==> config.mk <==
export PLATFORM = sky130hd
export DESIGN_NAME = busclk_sequencer
export DESIGN_NICKNAME = d
export VERILOG_FILES = /design/src/rtl/busclk_seq_pkg.sv /design/src/rtl/busclk_phase_ctr.sv /design/src/rtl/busclk_wake_timer.sv /design/src/rtl/busclk_sequencer.sv
export SDC_FILE = /design/constraint.sdc
export NUM_CORES = 1
export LEC_CHECK = 0
export ABC_AREA = 0
export BUFFER_PORTS_ARGS = -buffer_cell sky130_fd_sc_hd__buf_2
export CORE_UTILIZATION = 30
export CTS_CLUSTER_SIZE = 24
export DETAILED_ROUTE_END_ITERATION = 10
export PLACE_DENSITY = 0.58
export SLEW_MARGIN = 20
export SYNTH_ARGS = -nofsm -noshare
export SYNTH_HDL_FRONTEND = slang
export SYNTH_SLANG_ARGS = --single-unit
==> constraint.sdc <==
create_clock -name osc_clk_i -period 2.07 [get_ports osc_clk_i]
set_input_delay 0.1035 -clock osc_clk_i [delete_from_list [all_inputs] [get_ports osc_clk_i]]
set_output_delay 0.1035 -clock osc_clk_i [all_outputs]
set_load 0.005 [all_outputs]
==> src/rtl/busclk_seq_pkg.sv <==
package busclk_seq_pkg;
    typedef enum logic [2:0] {
        ST_PWRUP   = 3'd0,
        ST_RUN     = 3'd1,
        ST_WAIT    = 3'd2,
        ST_STOP    = 3'd3,
        ST_RECOVER = 3'd4
    } seq_state_e;

    typedef struct packed {
        seq_state_e st;
        logic       short_sel;
        logic       wake_pend;
    } seq_regs_t;
endpackage

==> src/rtl/busclk_phase_ctr.sv <==
module busclk_phase_ctr #(
    parameter int DIV = 4
) (
    input  logic                   clk_i,
    input  logic                   rst_i,
    input  logic                   run_i,
    output logic [$clog2(DIV)-1:0] phase_o,
    output logic                   last_o
);
    localparam int PW = $clog2(DIV);
    localparam logic [PW-1:0] LAST = PW'(DIV - 1);

    logic [PW-1:0] ph_d, ph_q;

    always_comb begin
        ph_d = '0;
        if (run_i && ph_q != LAST) ph_d = ph_q + 1'b1;
    end

    always_ff @(posedge clk_i or posedge rst_i) begin
        if (rst_i) ph_q <= '0;
        else       ph_q <= ph_d;
    end

    assign phase_o = ph_q;
    assign last_o  = (ph_q == LAST);
endmodule

==> src/rtl/busclk_wake_timer.sv <==
module busclk_wake_timer #(
    parameter int LONG_CYC  = 4096,
    parameter int SHORT_CYC = 32
) (
    input  logic clk_i,
    input  logic rst_i,
    input  logic clr_i,
    input  logic count_i,
    input  logic short_i,
    output logic done_o
);
    localparam int CW = $clog2(LONG_CYC) + 1;
    localparam logic [CW-1:0] LONG_END  = CW'(LONG_CYC - 1);
    localparam logic [CW-1:0] SHORT_END = CW'(SHORT_CYC - 1);

    logic [CW-1:0] cnt_d, cnt_q;

    always_comb begin
        cnt_d = '0;
        if (count_i && !clr_i) cnt_d = cnt_q + 1'b1;
    end

    always_ff @(posedge clk_i or posedge rst_i) begin
        if (rst_i) cnt_q <= '0;
        else       cnt_q <= cnt_d;
    end

    assign done_o = count_i && (cnt_q == (short_i ? SHORT_END : LONG_END));
endmodule

==> src/rtl/busclk_sequencer.sv <==
module busclk_sequencer
    import busclk_seq_pkg::*;
#(
    parameter int LONG_CYC  = 4096,
    parameter int SHORT_CYC = 32,
    parameter int BUS_DIV   = 4
) (
    input  logic osc_clk_i,
    input  logic por_i,
    input  logic stop_req_i,
    input  logic wait_req_i,
    input  logic wake_irq_i,
    input  logic wake_brk_i,
    input  logic ext_rst_i,
    input  logic short_dly_i,
    output logic bus_phase_o,
    output logic cpu_en_o,
    output logic periph_en_o,
    output logic rst_pin_n_o
);
    localparam int PW = $clog2(BUS_DIV);

    seq_regs_t r_d, r_q;
    logic [PW-1:0] phase;
    logic phase_last, timer_done, running, counting, wake;

    assign running  = (r_q.st == ST_RUN) || (r_q.st == ST_WAIT);
    assign counting = (r_q.st == ST_PWRUP) || (r_q.st == ST_RECOVER);
    assign wake     = wake_irq_i || wake_brk_i;

    busclk_phase_ctr #(.DIV(BUS_DIV)) u_phase (
        .clk_i   (osc_clk_i),
        .rst_i   (por_i),
        .run_i   (running),
        .phase_o (phase),
        .last_o  (phase_last)
    );

    busclk_wake_timer #(.LONG_CYC(LONG_CYC), .SHORT_CYC(SHORT_CYC)) u_timer (
        .clk_i   (osc_clk_i),
        .rst_i   (por_i),
        .clr_i   (ext_rst_i),
        .count_i (counting),
        .short_i ((r_q.st == ST_RECOVER) && r_q.short_sel),
        .done_o  (timer_done)
    );

    always_comb begin
        r_d = r_q;
        unique case (r_q.st)
            ST_PWRUP: if (timer_done) r_d.st = ST_RUN;
            ST_RUN: begin
                if (phase_last) begin
                    if (stop_req_i) begin
                        r_d.st        = ST_STOP;
                        r_d.short_sel = short_dly_i;
                    end else if (wait_req_i) begin
                        r_d.st = ST_WAIT;
                    end
                end
            end
            ST_WAIT: begin
                if (wake) r_d.wake_pend = 1'b1;
                if (phase_last && (wake || r_q.wake_pend)) begin
                    r_d.st        = ST_RUN;
                    r_d.wake_pend = 1'b0;
                end
            end
            ST_STOP:    if (wake) r_d.st = ST_RECOVER;
            ST_RECOVER: if (timer_done) r_d.st = ST_RUN;
            default:    r_d.st = ST_PWRUP;
        endcase
        if (ext_rst_i) begin
            r_d.st        = ST_PWRUP;
            r_d.wake_pend = 1'b0;
        end
    end

    always_ff @(posedge osc_clk_i or posedge por_i) begin
        if (por_i) begin
            r_q.st        <= ST_PWRUP;
            r_q.short_sel <= 1'b0;
            r_q.wake_pend <= 1'b0;
        end else begin
            r_q <= r_d;
        end
    end

    assign bus_phase_o = running && (phase == '0);
    assign cpu_en_o    = bus_phase_o && (r_q.st == ST_RUN);
    assign periph_en_o = bus_phase_o;
    assign rst_pin_n_o = (r_q.st != ST_PWRUP);
endmodule

==> out/metrics.yaml <==
power:
  power_leakage_uw: 0.0005394
  combinationalPowerShare_pct: 21.2
  p_sw_uw: 249.5
  pwr-share-seq_pct: 46.6
  peakVddDrop_uv: 446.1
  p_int_uw: 720.3
  p_per_area_nw_per_um2: 769.7
  clkPwrFrac_pct: 32.2
  swShare_pct: 25.73
detailed_routing:
  wl_per_cell_um: 11.50
  via_per_inst: 4.890
  drc_errors: 0
  ant_nets: 0
  dr.pass1.iters: 4
  wirelength_mm: 1.989
  drtIter0Drc: 10
  num_vias: 846
synthesis:
  synth-seq-cells: 20
  ys.flop_type: "dfrtp_1"
  avgSynthCellArea_sq_um: 9.705
  synth-seq-area-share_pct: 46.46
  synth-async-reset-ratio_pct: 100.0
  synth-edff-count: 0
  ys_warn_count: 0
  synth_cell_types: 34
  syn-num-nets: 122
  syn_area_sq_um: 1077
  netlist_instances: 111
clock_network:
  clkTransAtPathRegs_ns: 0.12
  clock-sinks: 20
  clockBufferDepth: 2
  clockRootBuffer: "clkbuf_4"
  cts_tree: "done"
  htreeDepth: 1
  cts_buffers: 3
  clock_latency_ns: 0.29
grt:
  grtUsageMet1_pct: 14.84
  globalRouteOverflowTotal: 0
  grt_usage_pct: 12.25
  gr-usage-met3_pct: 2.070
  grt_pass1_wl_mm: 3.484
  grt_max_degree: 21
  busiest_layer: "met2"
  antenna_found_initial: 0
  grt_pass1_vias: 824
  use_met2_pct: 22.12
floorplan:
  die_w_um: 61.93
  start_util_pct: 31.78
  die_area_sq_um: 3835
  fp.dieH_um: 61.93
  io_pins: 12
  core_area_sq_um: 3390
  rows: 21
layout:
  stdcell_count: 173
  diodes: 0
  layout-drive-gt1-share_pct: 20.47
  final_common_cell: "dfrtp_1"
  stdcell_area_sq_um: 1260
  register_area_sq_um: 500.5
  multiInputGateArea_sq_um: 539.3
  layout.nets: 139
  fillers: 340
  synthToLayoutAreaGrowth_pct: 16.96
  layout_common_cells: "dfrtp_1 (20), nor2_1 (18), buf_2 (11), o21ai_0 (6), inv_1 (6)"
timing:
  setup_viol: 0
  fin_skew_ns: 0.004858
  fin_crit_ns: 1.855
  post-route-period-util_pct: 89.60
  slew_viol_final: 0
  fmax_ghz: 0.5391
  tns_ns: 0
  whs_ns: 0.03531
  hold_violations: 0
  max-slew-margin-rel_pct: 49.02
  rsz0062_at_grt: "false"
  tightestPinTransition_ns: 0.7639
critical_path:
  cp_slowest_cell: "or4_4"
  crit_start: "u_timer.cnt_q[8]"
  startpoint_type: "register"
  worstReg2RegStart: "u_timer.cnt_q[8]"
  slowest_delay_ns: 0.53
  crit_chain: "or4_4 -> nor4_2 -> a311o_2 -> nand3b_4 -> mux2_4"
  cp_max_fo: 6
  crit_required_ns: 2.26
  cp_data_arrival_time_ns: 2.04
  endpoint_kind: "register"
  cp_top_family: "simple AND/OR/NAND/NOR gates"
  path_buf_inv: 0
  path_class: "reg -> reg"
placement:
  placed_area_sq_um: 1197
  hpwl_mm: 1.465
  port_buffers: 11
  post-place-cells: 168
  place_congestion: 0.8234
worst_hold_path:
  hp-class: "in -> reg"
  hp-start: "short_dly_i"
job:
  drv_cap: 0
run_status:
  outcome: "finished clean"
[path summary, 6_finish.rpt]
| path | to | slack, ns | cells after the start |
|---|---|---|---|
| max in group asynchronous | r_q[2] | 1.11 | 3 |
| setup reg to reg | r_q[4] | 0.22 | 5 |
| hold reg to reg | u_phase.phase_o[0] | 0.49 | 1 |
| setup / recovery | r_q[4] | 0.22 | 5 |
| hold / removal | r_q[1] | 0.04 | 2 |
| min in group asynchronous | u_timer.cnt_q[12] | 0.48 | 3 |
[metrics by stage]
step / utilization [%] / total power, uW / setup WS [ns]
2_1_floorplan: - / 598.6 / 0.3007
3_3_place_gp: 35.33 / 659.5 / 0.2575
3_5_place_dp: 35.33 / 662.2 / 0.2203
4_1_cts: 37.17 / 985.5 / 0.1994
5_1_grt: 37.17 / 1025 / 0.1684
6_report: 37.17 / 969.8 / 0.2152
[cell type report]
cell class	count	share of cell area, %
clock buffer	3	1.787
clock inverter	1	2.383
inverter	6	1.787
multi-input combinational	82	42.80
sequential	20	39.72
tap	46	4.568
timing repair buffer	15	6.951
[synth_stat cells (all sizes together), types with 3 or more instances]
cell,count,area share (%)
dfrtp,20,46
nor2,18,6.3
o21ai,7,3.3
inv,6,2.1
nand2,5,1.7
nand3,5,2.3
or3,5,2.9
a21oi,4,1.9
nand4,4,2.3
xnor2,4,3.3
xor2,4,3.3
ha,3,3.5
nand3b,3,3.3
nor3b,3,2.1
[routing by layer]
metal / routed length [um] / up-vias
li1: - / 420
met1: 926 / 405
met2: 957 / 19
met3: 81 / 2
met4: 22 / 0
met5: 0 / -
[state kept, by name, indices dropped and copies added, names as in the netlist]
signal,count
u_phase.phase_o,2
r_q,5
u_timer.cnt_q,13
[power by group through the flow]
stage               clock network [uW]  logic [uW]  registers, uW
finish                             313         205            452
global route                       339         229            457
CTS                                324         210            452
detailed placement                   0         203            459
global placement                     0         204            456
floorplan                            0         148            451
[repair_timing]
| item | 4_1_cts | 5_1_grt |
|---|---|---|
| hold buffers | 1 | 0 |
| buffers inserted | 0 | 0 |
| gates resized for setup | 0 | 0 |
| endpoints found under the setup margin | 0 | 0 |
| endpoints found under the hold margin | 20 | 0 |
[kinds of logic after synthesis]
family,synth area share (%)
buffers and inverters,3.485
multiplexers,2.439
AO/OA/AOI/OAI,10.69
adder cells (fa/ha/maj),3.485
XOR/XNOR,6.503
AND/OR/NAND/NOR,26.95
flip-flops,46.46
Power figures use the tool's default switching activity.
